$ cat src/rtl/llsc_pkg.sv
package llsc_pkg;

    // Reservation progress of the local LL/SC register
    typedef enum logic [1:0] {
        RS_IDLE = 2'd0,
        RS_PEND = 2'd1,
        RS_HELD = 2'd2
    } resv_state_e;

endpackage

$ cat src/rtl/llsc_resv_store.sv
module llsc_resv_store #(
    parameter int ADDR_W = 32,
    parameter int KEY_W  = 32
) (
    input  logic              clk,
    input  logic              rst_n,
    input  logic              load_addr_i,
    input  logic [ADDR_W-1:0] addr_i,
    input  logic              load_key_i,
    input  logic [KEY_W-1:0]  key_i,
    input  logic [ADDR_W-1:0] probe_addr_i,
    output logic              addr_hit_o,
    output logic [KEY_W-1:0]  key_o
);

    logic [ADDR_W-1:0] addr_q;
    logic [KEY_W-1:0]  key_q;

    always_ff @(posedge clk) begin
        if (!rst_n) begin
            addr_q <= '0;
        end else if (load_addr_i) begin
            addr_q <= addr_i;
        end
    end

    always_ff @(posedge clk) begin
        if (!rst_n) begin
            key_q <= '0;
        end else if (load_key_i) begin
            key_q <= key_i;
        end
    end

    always_comb begin
        addr_hit_o = (addr_q == probe_addr_i);
        key_o      = key_q;
    end

    // the key register changes only on an accepted response
    a_r7_key_only_on_accept: assert property (@(posedge clk) disable iff (!rst_n)
        !load_key_i |=> $stable(key_o));

endmodule

$ cat src/rtl/llsc_resv_fsm.sv
module llsc_resv_fsm
    import llsc_pkg::*;
(
    input  logic        clk,
    input  logic        rst_n,
    input  logic        flush_i,
    input  logic        ll_issue_i,
    input  logic        ll_rsp_i,
    input  logic        sc_issue_i,
    input  logic        addr_hit_i,
    output resv_state_e state_o,
    output logic        take_rsp_o,
    output logic        sc_pass_o,
    output logic        sc_reject_o
);

    resv_state_e state_q;
    resv_state_e state_d;
    logic        rsp_fits;

    // Which response may complete the registration
    always_comb begin
        rsp_fits = 1'b0;
        unique case (state_q)
            RS_IDLE: rsp_fits = 1'b0;
            RS_PEND: rsp_fits = ll_rsp_i;
            RS_HELD: rsp_fits = 1'b0;
            default: rsp_fits = 1'b0;
        endcase
    end

    // Transition choice: flush, then LL, then SC, then response
    always_comb begin
        state_d = state_q;
        if (flush_i) begin
            state_d = RS_IDLE;              // FLUSH_DROP
        end else if (ll_issue_i) begin
            state_d = RS_PEND;              // LL_START
        end else if (sc_issue_i) begin
            state_d = RS_IDLE;              // SC_CONSUME
        end else if (rsp_fits) begin
            state_d = RS_HELD;              // KEY_ARRIVE
        end
    end

    always_ff @(posedge clk) begin
        if (!rst_n) begin
            state_q <= RS_IDLE;
        end else begin
            state_q <= state_d;
        end
    end

    // Outputs and strobes
    always_comb begin
        state_o     = state_q;
        take_rsp_o  = rsp_fits && !flush_i && !ll_issue_i && !sc_issue_i;
        sc_pass_o   = 1'b0;
        sc_reject_o = 1'b0;
        if (sc_issue_i) begin
            unique case (state_q)
                RS_HELD: begin
                    sc_pass_o   = addr_hit_i && !flush_i;
                    sc_reject_o = !(addr_hit_i && !flush_i);
                end
                RS_IDLE, RS_PEND: sc_reject_o = 1'b1;
                default:          sc_reject_o = 1'b1;
            endcase
        end
    end

    // a flush always leaves the machine idle
    a_r9_flush_idle: assert property (@(posedge clk) disable iff (!rst_n)
        flush_i |=> state_q == RS_IDLE);
    // an LL without flush always restarts registration
    a_r8_ll_restarts: assert property (@(posedge clk) disable iff (!rst_n)
        (ll_issue_i && !flush_i) |=> state_q == RS_PEND);
    // an SC without LL leaves no reservation
    a_r5_sc_consumes: assert property (@(posedge clk) disable iff (!rst_n)
        (sc_issue_i && !ll_issue_i) |=> state_q == RS_IDLE);
    // the held state is only entered from the pending state
    a_r3_held_from_pend: assert property (@(posedge clk) disable iff (!rst_n)
        (state_q == RS_HELD && $past(state_q) != RS_HELD) |-> $past(state_q) == RS_PEND);

endmodule

$ cat src/rtl/llsc_sc_judge.sv
module llsc_sc_judge #(
    parameter int KEY_W = 32
) (
    input  logic             clk,
    input  logic             rst_n,
    input  logic             sc_pass_i,
    input  logic             sc_reject_i,
    input  logic [KEY_W-1:0] key_i,
    output logic             sc_go_o,
    output logic             sc_lfail_o,
    output logic [KEY_W-1:0] sc_key_o
);

    always_ff @(posedge clk) begin
        if (!rst_n) begin
            sc_go_o    <= 1'b0;
            sc_lfail_o <= 1'b0;
            sc_key_o   <= '0;
        end else begin
            sc_go_o    <= sc_pass_i;
            sc_lfail_o <= sc_reject_i;
            sc_key_o   <= sc_pass_i ? key_i : '0;
        end
    end

    // go and fail never appear together
    a_r6_one_verdict: assert property (@(posedge clk) disable iff (!rst_n)
        $onehot0({sc_go_o, sc_lfail_o}));

endmodule

$ cat src/rtl/llsc_resv_unit.sv
module llsc_resv_unit
    import llsc_pkg::*;
#(
    parameter int ADDR_W = 32,
    parameter int KEY_W  = 32
) (
    input  logic              clk,
    input  logic              rst_n,
    input  logic              ll_issue_i,
    input  logic [ADDR_W-1:0] ll_addr_i,
    input  logic              ll_rsp_i,
    input  logic [KEY_W-1:0]  ll_key_i,
    input  logic              sc_issue_i,
    input  logic [ADDR_W-1:0] sc_addr_i,
    input  logic              flush_i,
    output logic              resv_valid_o,
    output logic              sc_go_o,
    output logic [KEY_W-1:0]  sc_key_o,
    output logic              sc_lfail_o
);

    resv_state_e       state;
    logic              take_rsp;
    logic              sc_pass;
    logic              sc_reject;
    logic              addr_hit;
    logic              load_addr;
    logic [KEY_W-1:0]  stored_key;

    assign load_addr = ll_issue_i && !flush_i;

    llsc_resv_fsm u_fsm (
        .clk         (clk),
        .rst_n       (rst_n),
        .flush_i     (flush_i),
        .ll_issue_i  (ll_issue_i),
        .ll_rsp_i    (ll_rsp_i),
        .sc_issue_i  (sc_issue_i),
        .addr_hit_i  (addr_hit),
        .state_o     (state),
        .take_rsp_o  (take_rsp),
        .sc_pass_o   (sc_pass),
        .sc_reject_o (sc_reject)
    );

    llsc_resv_store #(
        .ADDR_W (ADDR_W),
        .KEY_W  (KEY_W)
    ) u_store (
        .clk          (clk),
        .rst_n        (rst_n),
        .load_addr_i  (load_addr),
        .addr_i       (ll_addr_i),
        .load_key_i   (take_rsp),
        .key_i        (ll_key_i),
        .probe_addr_i (sc_addr_i),
        .addr_hit_o   (addr_hit),
        .key_o        (stored_key)
    );

    llsc_sc_judge #(
        .KEY_W (KEY_W)
    ) u_judge (
        .clk         (clk),
        .rst_n       (rst_n),
        .sc_pass_i   (sc_pass),
        .sc_reject_i (sc_reject),
        .key_i       (stored_key),
        .sc_go_o     (sc_go_o),
        .sc_lfail_o  (sc_lfail_o),
        .sc_key_o    (sc_key_o)
    );

    assign resv_valid_o = (state == RS_HELD);

    // every SC issue yields a verdict in the next cycle
    a_r6_sc_verdict: assert property (@(posedge clk) disable iff (!rst_n)
        sc_issue_i |=> (sc_go_o || sc_lfail_o));
    // go requires a reservation held in the issuing cycle
    a_r4_go_needs_held: assert property (@(posedge clk) disable iff (!rst_n)
        sc_go_o |-> $past(resv_valid_o));
    // flush blocks go and clears the valid flag
    a_r9_flush_blocks: assert property (@(posedge clk) disable iff (!rst_n)
        flush_i |=> (!resv_valid_o && !sc_go_o));
    // SC together with a response never yields a held reservation
    a_r11_sc_beats_rsp: assert property (@(posedge clk) disable iff (!rst_n)
        (sc_issue_i && ll_rsp_i && !ll_issue_i) |=> !resv_valid_o);

endmodule

$ cat config.mk
export PLATFORM = sky130hd
export DESIGN_NAME = llsc_resv_unit
export DESIGN_NICKNAME = d
export VERILOG_FILES = /design/src/rtl/llsc_pkg.sv /design/src/rtl/llsc_resv_store.sv /design/src/rtl/llsc_resv_fsm.sv /design/src/rtl/llsc_sc_judge.sv /design/src/rtl/llsc_resv_unit.sv
export SDC_FILE = /design/constraint.sdc
export NUM_CORES = 1
export LEC_CHECK = 0
export BUFFER_PORTS_ARGS = -buffer_cell sky130_fd_sc_hd__clkbuf_2
export CORE_ASPECT_RATIO = 1.75
export CORE_UTILIZATION = 40
export CTS_CLUSTER_SIZE = 12
export DETAILED_ROUTE_END_ITERATION = 10
export GPL_TIMING_DRIVEN = 0
export PLACE_DENSITY = 0.72
export SKIP_CTS_REPAIR_TIMING = 1
export SYNTH_ARGS = -nofsm -noshare
export SYNTH_HDL_FRONTEND = slang
export SYNTH_HIERARCHICAL = 1
export SYNTH_SLANG_ARGS = --single-unit
$ cat constraint.sdc
create_clock -name clk -period 2.2 [get_ports clk]
set_clock_uncertainty 0.05 [all_clocks]
set_input_delay 0.33 -clock clk [delete_from_list [all_inputs] [get_ports clk]]
set_output_delay 0.33 -clock clk [all_outputs]
set_load 0.005 [all_outputs]
# [After elaboration in Yosys (flattened, before gate mapping)]
# Index checks and enable logic that the tools add are counted.
[totals] output_inout_bits=35 in_bits=102 wordCells=32 ff_bits=100
[classes] muxes=7 bitwise=1 n_reduce_logical=14 n_eq_ne=3
[op_table] op="$eq A32 B32 Y1" count=1
[op_table] op="$mux W1" count=7
[op_table] op="$logic_and A1 B1 Y1" count=5
[op_table] op="$logic_not A1 Y1" count=4
[op_table] op="$reduce_and A2 Y1" count=2
[op_table] op="$reduce_or A4 Y1" count=1
[op_table] op="$reduce_bool A3 Y1" count=1
[op_table] op="$eq A2 B1 Y1 const B" count=1
[op_table] op="$eq A2 B2 Y1 const B" count=1
[op_table] op="$reduce_or A2 Y1" count=1
[op_table] op="$not A1 Y1" count=1

# [Longest topological paths before layout]
[logic_depth] ltp_word=5 ltp_mapped=8 depth_no_buf=7

# [By module]
# Netlist, hierarchy kept.
[modules_own_cells] module="llsc_resv_store" instances=1 cells_each=250 seq_area_each_um2=1281.2 area_each_um2=2750.1
[modules_own_cells] module="llsc_sc_judge" instances=1 cells_each=74 seq_area_each_um2=680.7 area_each_um2=963.4
[modules_own_cells] module="llsc_resv_fsm" instances=1 cells_each=14 seq_area_each_um2=40.0 area_each_um2=118.9
[modules_own_cells] module="llsc_resv_unit" instances=1 cells_each=2 seq_area_each_um2=0.0 area_each_um2=27.5

# [Least setup slack after synthesis]
# OpenSTA, ideal clock, no wires.
[synth_path] path_kind="input-to-reg" startpoint="input port sc_addr_i[31]" endpoint="register u_judge.sc_key_o[20]" n_path_buf=1 path_stages=8 setup_ps=59 setup_slack_ps=500 arrival_ps=1591 required_time_ps=2091 cell_sequence="xor2_1 -> nor4_1 -> nand4_1 -> nor2_1 -> and4bb_2 -> and2_2 -> buf_2 -> and3_2"
[synth_via] elab_chain_len=5
[synth_rtl] element="from (decl)" line_no="llsc_resv_unit.sv:14" text="input logic [ADDR_W-1:0] sc_addr_i,"
[synth_rtl] element="$eq A32 B32 Y1" line_no="llsc_resv_store.sv:36" text="addr_hit_o = (addr_q == probe_addr_i);"
[synth_rtl] element="net addr_hit" line_no="llsc_resv_unit.sv:26" text="logic addr_hit;"
[synth_rtl] element="$logic_and A1 B1 Y1" line_no="llsc_resv_fsm.sv:63" text="sc_pass_o = addr_hit_i && !flush_i;"
[synth_rtl] element="$mux W1" line_no="llsc_resv_fsm.sv:61" text="unique case (state_q)"
[synth_rtl] element="$mux W1" line_no="llsc_resv_fsm.sv:60" text="if (sc_issue_i) begin"
[synth_rtl] element="net sc_pass" line_no="llsc_resv_unit.sv:24" text="logic sc_pass;"
[synth_rtl] element="$reduce_and A2 Y1 (no line)"
[synth_rtl] element="to (signal assigned)" line_no="llsc_sc_judge.sv:22" text="sc_key_o <= sc_pass_i ? key_i : '0;"
[synth_rtl] element="to (decl)" line_no="llsc_sc_judge.sv:11" text="output logic [KEY_W-1:0] sc_key_o"
# The timed path passes the listed nets, and every way through them passes these cells.
# A chain may end at the register's enable or synchronous reset.

# [Final worst setup path]
[layout_path] startpoint="register u_store.addr_q[13]" endpoint="register u_judge.sc_key_o[15]"
[layout_via] elab_chain_len=5
[layout_rtl] element="from (decl)" line_no="llsc_resv_store.sv:16" text="logic [ADDR_W-1:0] addr_q;"
[layout_rtl] element="from (signal assigned)" line_no="llsc_resv_store.sv:23" text="addr_q <= addr_i;"
[layout_rtl] element="$eq A32 B32 Y1" line_no="llsc_resv_store.sv:36"
[layout_rtl] element="net addr_hit" line_no="llsc_resv_unit.sv:26"
[layout_rtl] element="$logic_and A1 B1 Y1" line_no="llsc_resv_fsm.sv:63"
[layout_rtl] element="$mux W1" line_no="llsc_resv_fsm.sv:61"
[layout_rtl] element="$mux W1" line_no="llsc_resv_fsm.sv:60"
[layout_rtl] element="net sc_pass" line_no="llsc_resv_unit.sv:24"
[layout_rtl] element="$reduce_and A2 Y1 (no line)"
# The timed path passes the listed nets, and every way through them passes these cells.

==> impl_results.md <==
* Most used DFF post-synth: dfxtp_1
* Routed metal-1 wire length at 3410 um
* Post-DRT Antenna Nets at 0
* First-pass iteration count of the detailed router at 6
* Placed Instances at around 600
* Routed Wire Length at approximately 8900 um
* R2R Path Start: u_store/addr_q[13]$_SDFFE_PN0P_
* Setup TNS at 0 ps
* Most frequent cells after synthesis: 100 x dfxtp_1, 64 x mux2i_1, 64 x nor2b_1, 32 x xor2_1, 31 x and3_2
* Register area share after synthesis at between 50% and 60%
* WS Path Type: register to register
* Final non-filler cell total at 613
* Synth top area share at 51.9%
* Max Used Layer: met4
* Final Max Slew Viols at 0
* Routed WL per cell at between 10 and 15 um
* RSZ-0062 raised after global routing: false
* Cell variety after synth at 23
* Min-delay worst type: input pin to register
* Leakage at around 2.3 nW
* Post-synth top area cell: dfxtp_1
* Slew margin rel. at 71.5%
* Clock sinks at 100
* Ranking of synthesized cells by area: dfxtp_1 52%, mux2i_1 17%, nor2b_1 10%
* CTS tree: built
* Initial antenna violation count at 0
* # nets final at around 590
* Inserted Diodes at 0
* First-pass GRT wire length at about 14,000 um
* Die W at 76.3 um
* Mapped Area at between 3000 and 4000 sq um
* Crit Reg-Reg Endpoint: u_judge/sc_key_o[15]$_SDFF_PN0_
* Syn. warnings at 6
* Vias in the first global route at between 3,000 and 4,000
* Hold endpoint: u_store/key_o[25]$_SDFFE_PN0P_
* Final setup fails at 0
* CTS Buf Count at 9
* Final hold viol count at 0
* Worst EP arrival at between 2000 and 2500 ps
* WL met3 at 470 um
* Synth Area per Inst at about 11 sq um
* Vias at ~2,800
* Buffers on Ports at 136
* Core box area at 9410 sq um
* Net Count, Synth at about 440
* Pwr Density at around 760 nW/um^2
* Initial Util at around two fifths
* Overflow after GRT at 0
* Final critical-path required period at 2050 ps
* Worst Path Max Fanout at 10
* Gr usage total at 18.2%
* #FFs+latches synth at 100
* Max-cap violation count at 0
* Gate Count Post-Synth at 340
* R2R Setup Slk at around 150 ps
* Die area at 10,100 sq um
* Gp weighted congestion at around 0.74
* Clk Latency, worst-skew pair at 330 ps
* Number of remaining DRC errors at 0
* Max clock buf depth at 2
* Worst Setup End Kind: register
* Critical Path RT at around 2400 ps
* Root buf cell: clkbuf_16
* Worst-path clk slew at about 70 ps
* Run status: finished, final reports clean
* Fmax at 0.487 GHz
* Worst r2r path cells at 8
* Least-Margin Pin Slew at ~430 ps
* Htree depth at 3
* Post-synth EDFFs at 0
* Tcrit/Tclk final at slightly above 90%
* Initial DRC count at 39
* Largest net degree at the start of global routing at 17
* Count leader, synth: dfxtp_1
* Row cnt at 47
* Die Y at 132 um
* HP Start: ll_key_i[25]
* Placed wire-length estimate at 6770 um
* Hold path cells at 3
* Met2 WL at a little under 5000 um
* Vias per inst at between 4 and 5
* VDD IR-drop max at around 0.6 mV
* Worst setup SP type: register
* Ports at between 100 and 150
* Proportion of layout cells with a drive suffix above 1 at a little over two fifths
* Area growth from synthesis to layout at 30.9%
* Fraction of registers with async set/reset at 0%
## worst max path at each step
stage,from,end,slack (ps),depth (start not counted)
6_report,u_store/addr_q[13]$_SDFFE_PN0P_,u_judge/sc_key_o[15]$_SDFF_PN0_,150,8
5_1_grt,u_store/addr_q[13]$_SDFFE_PN0P_,u_judge/sc_key_o[12]$_SDFF_PN0_,5,8
4_1_cts,u_store/addr_q[31]$_SDFFE_PN0P_,u_judge/sc_key_o[8]$_SDFF_PN0_,-170,8
3_5_place_dp,sc_addr_i[31],u_judge/sc_key_o[8]$_SDFF_PN0_,-240,9
3_3_place_gp,sc_addr_i[31],u_judge/sc_key_o[19]$_SDFF_PN0_,-240,9
2_1_floorplan,sc_addr_i[31],u_judge/sc_key_o[20]$_SDFF_PN0_,500,8
## placed cells by master (no fill, tap or decap), drive strengths merged, types with 2 or more instances in the layout
master  netlist  layout
nor2b        66      66
and2          4       4
clkbuf       10     156
xor2         32      32
dfxtp       100     100
buf          11      11
nor4         10      10
nand4         2       2
and3         32      32
bufinv        0       2
nor2          2       2
mux2i        64      64
inv           1       2
## metal layers
metal | vias up | track usage [%]
met5 | - | 0
met4 | 0 | 7.05
met3 | 9 | 4.29
met2 | 90 | 34.4
met1 | 1305 | 18.9
li1 | 1433 | -
## final cells by class
type	count	area [sq um]
tap	122	153
buffer	21	123
multi-input combinational	218	1770
timing repair buffer	136	681
sequential	100	2000
clock inverter	5	85.1
fill	862	4360
clock buffer	10	239
inverter	1	3.75
## critical path, stage by stage, from the launching register on
cell	delay, ps
dfxtp_1	320
xor2_1	160
nor4_2	410
nand4_1	160
nor2_2	140
and4bb_2	240
and2_4	180
buf_4	160
and3_2	180
## per-stage QoR
stage	hold slack (ps)	area, sq um	power, mW	worst slack (ps)	util, %
floorplan	356	3860	2.04	500	-
global placement	427	4690	2.18	-237	49.9
detailed placement	442	4690	2.19	-240	49.9
CTS	191	5020	3.89	-171	53.3
global route	202	5050	4.00	5.12	53.7
finish	201	5050	3.84	146	53.7
## registers in the layout, indices dropped and copies added, names as in the netlist
signal / cells
u_fsm/state_o: 2
u_judge/sc_go_o: 1
u_judge/sc_key_o: 32
u_judge/sc_lfail_o: 1
u_store/addr_q: 32
u_store/key_o: 32
## power by group
part	switching [mW]	internal [mW]	total [mW]	leakage, nW
registers	0.0218	1.84	1.86	0.810
clock network	0.661	1.03	1.69	0.155
logic	0.130	0.156	0.286	1.31
## kinds of logic after synthesis
logic type	after synthesis	share of synthesized area [%]
AND/OR/NAND/NOR	120	21.0
XOR/XNOR	32	7.26
AO/OA/AOI/OAI	2	0.292
flip-flops	100	51.9
multiplexers	64	16.6
buffers and inverters	22	2.98
Power figures use the tool's default switching activity.
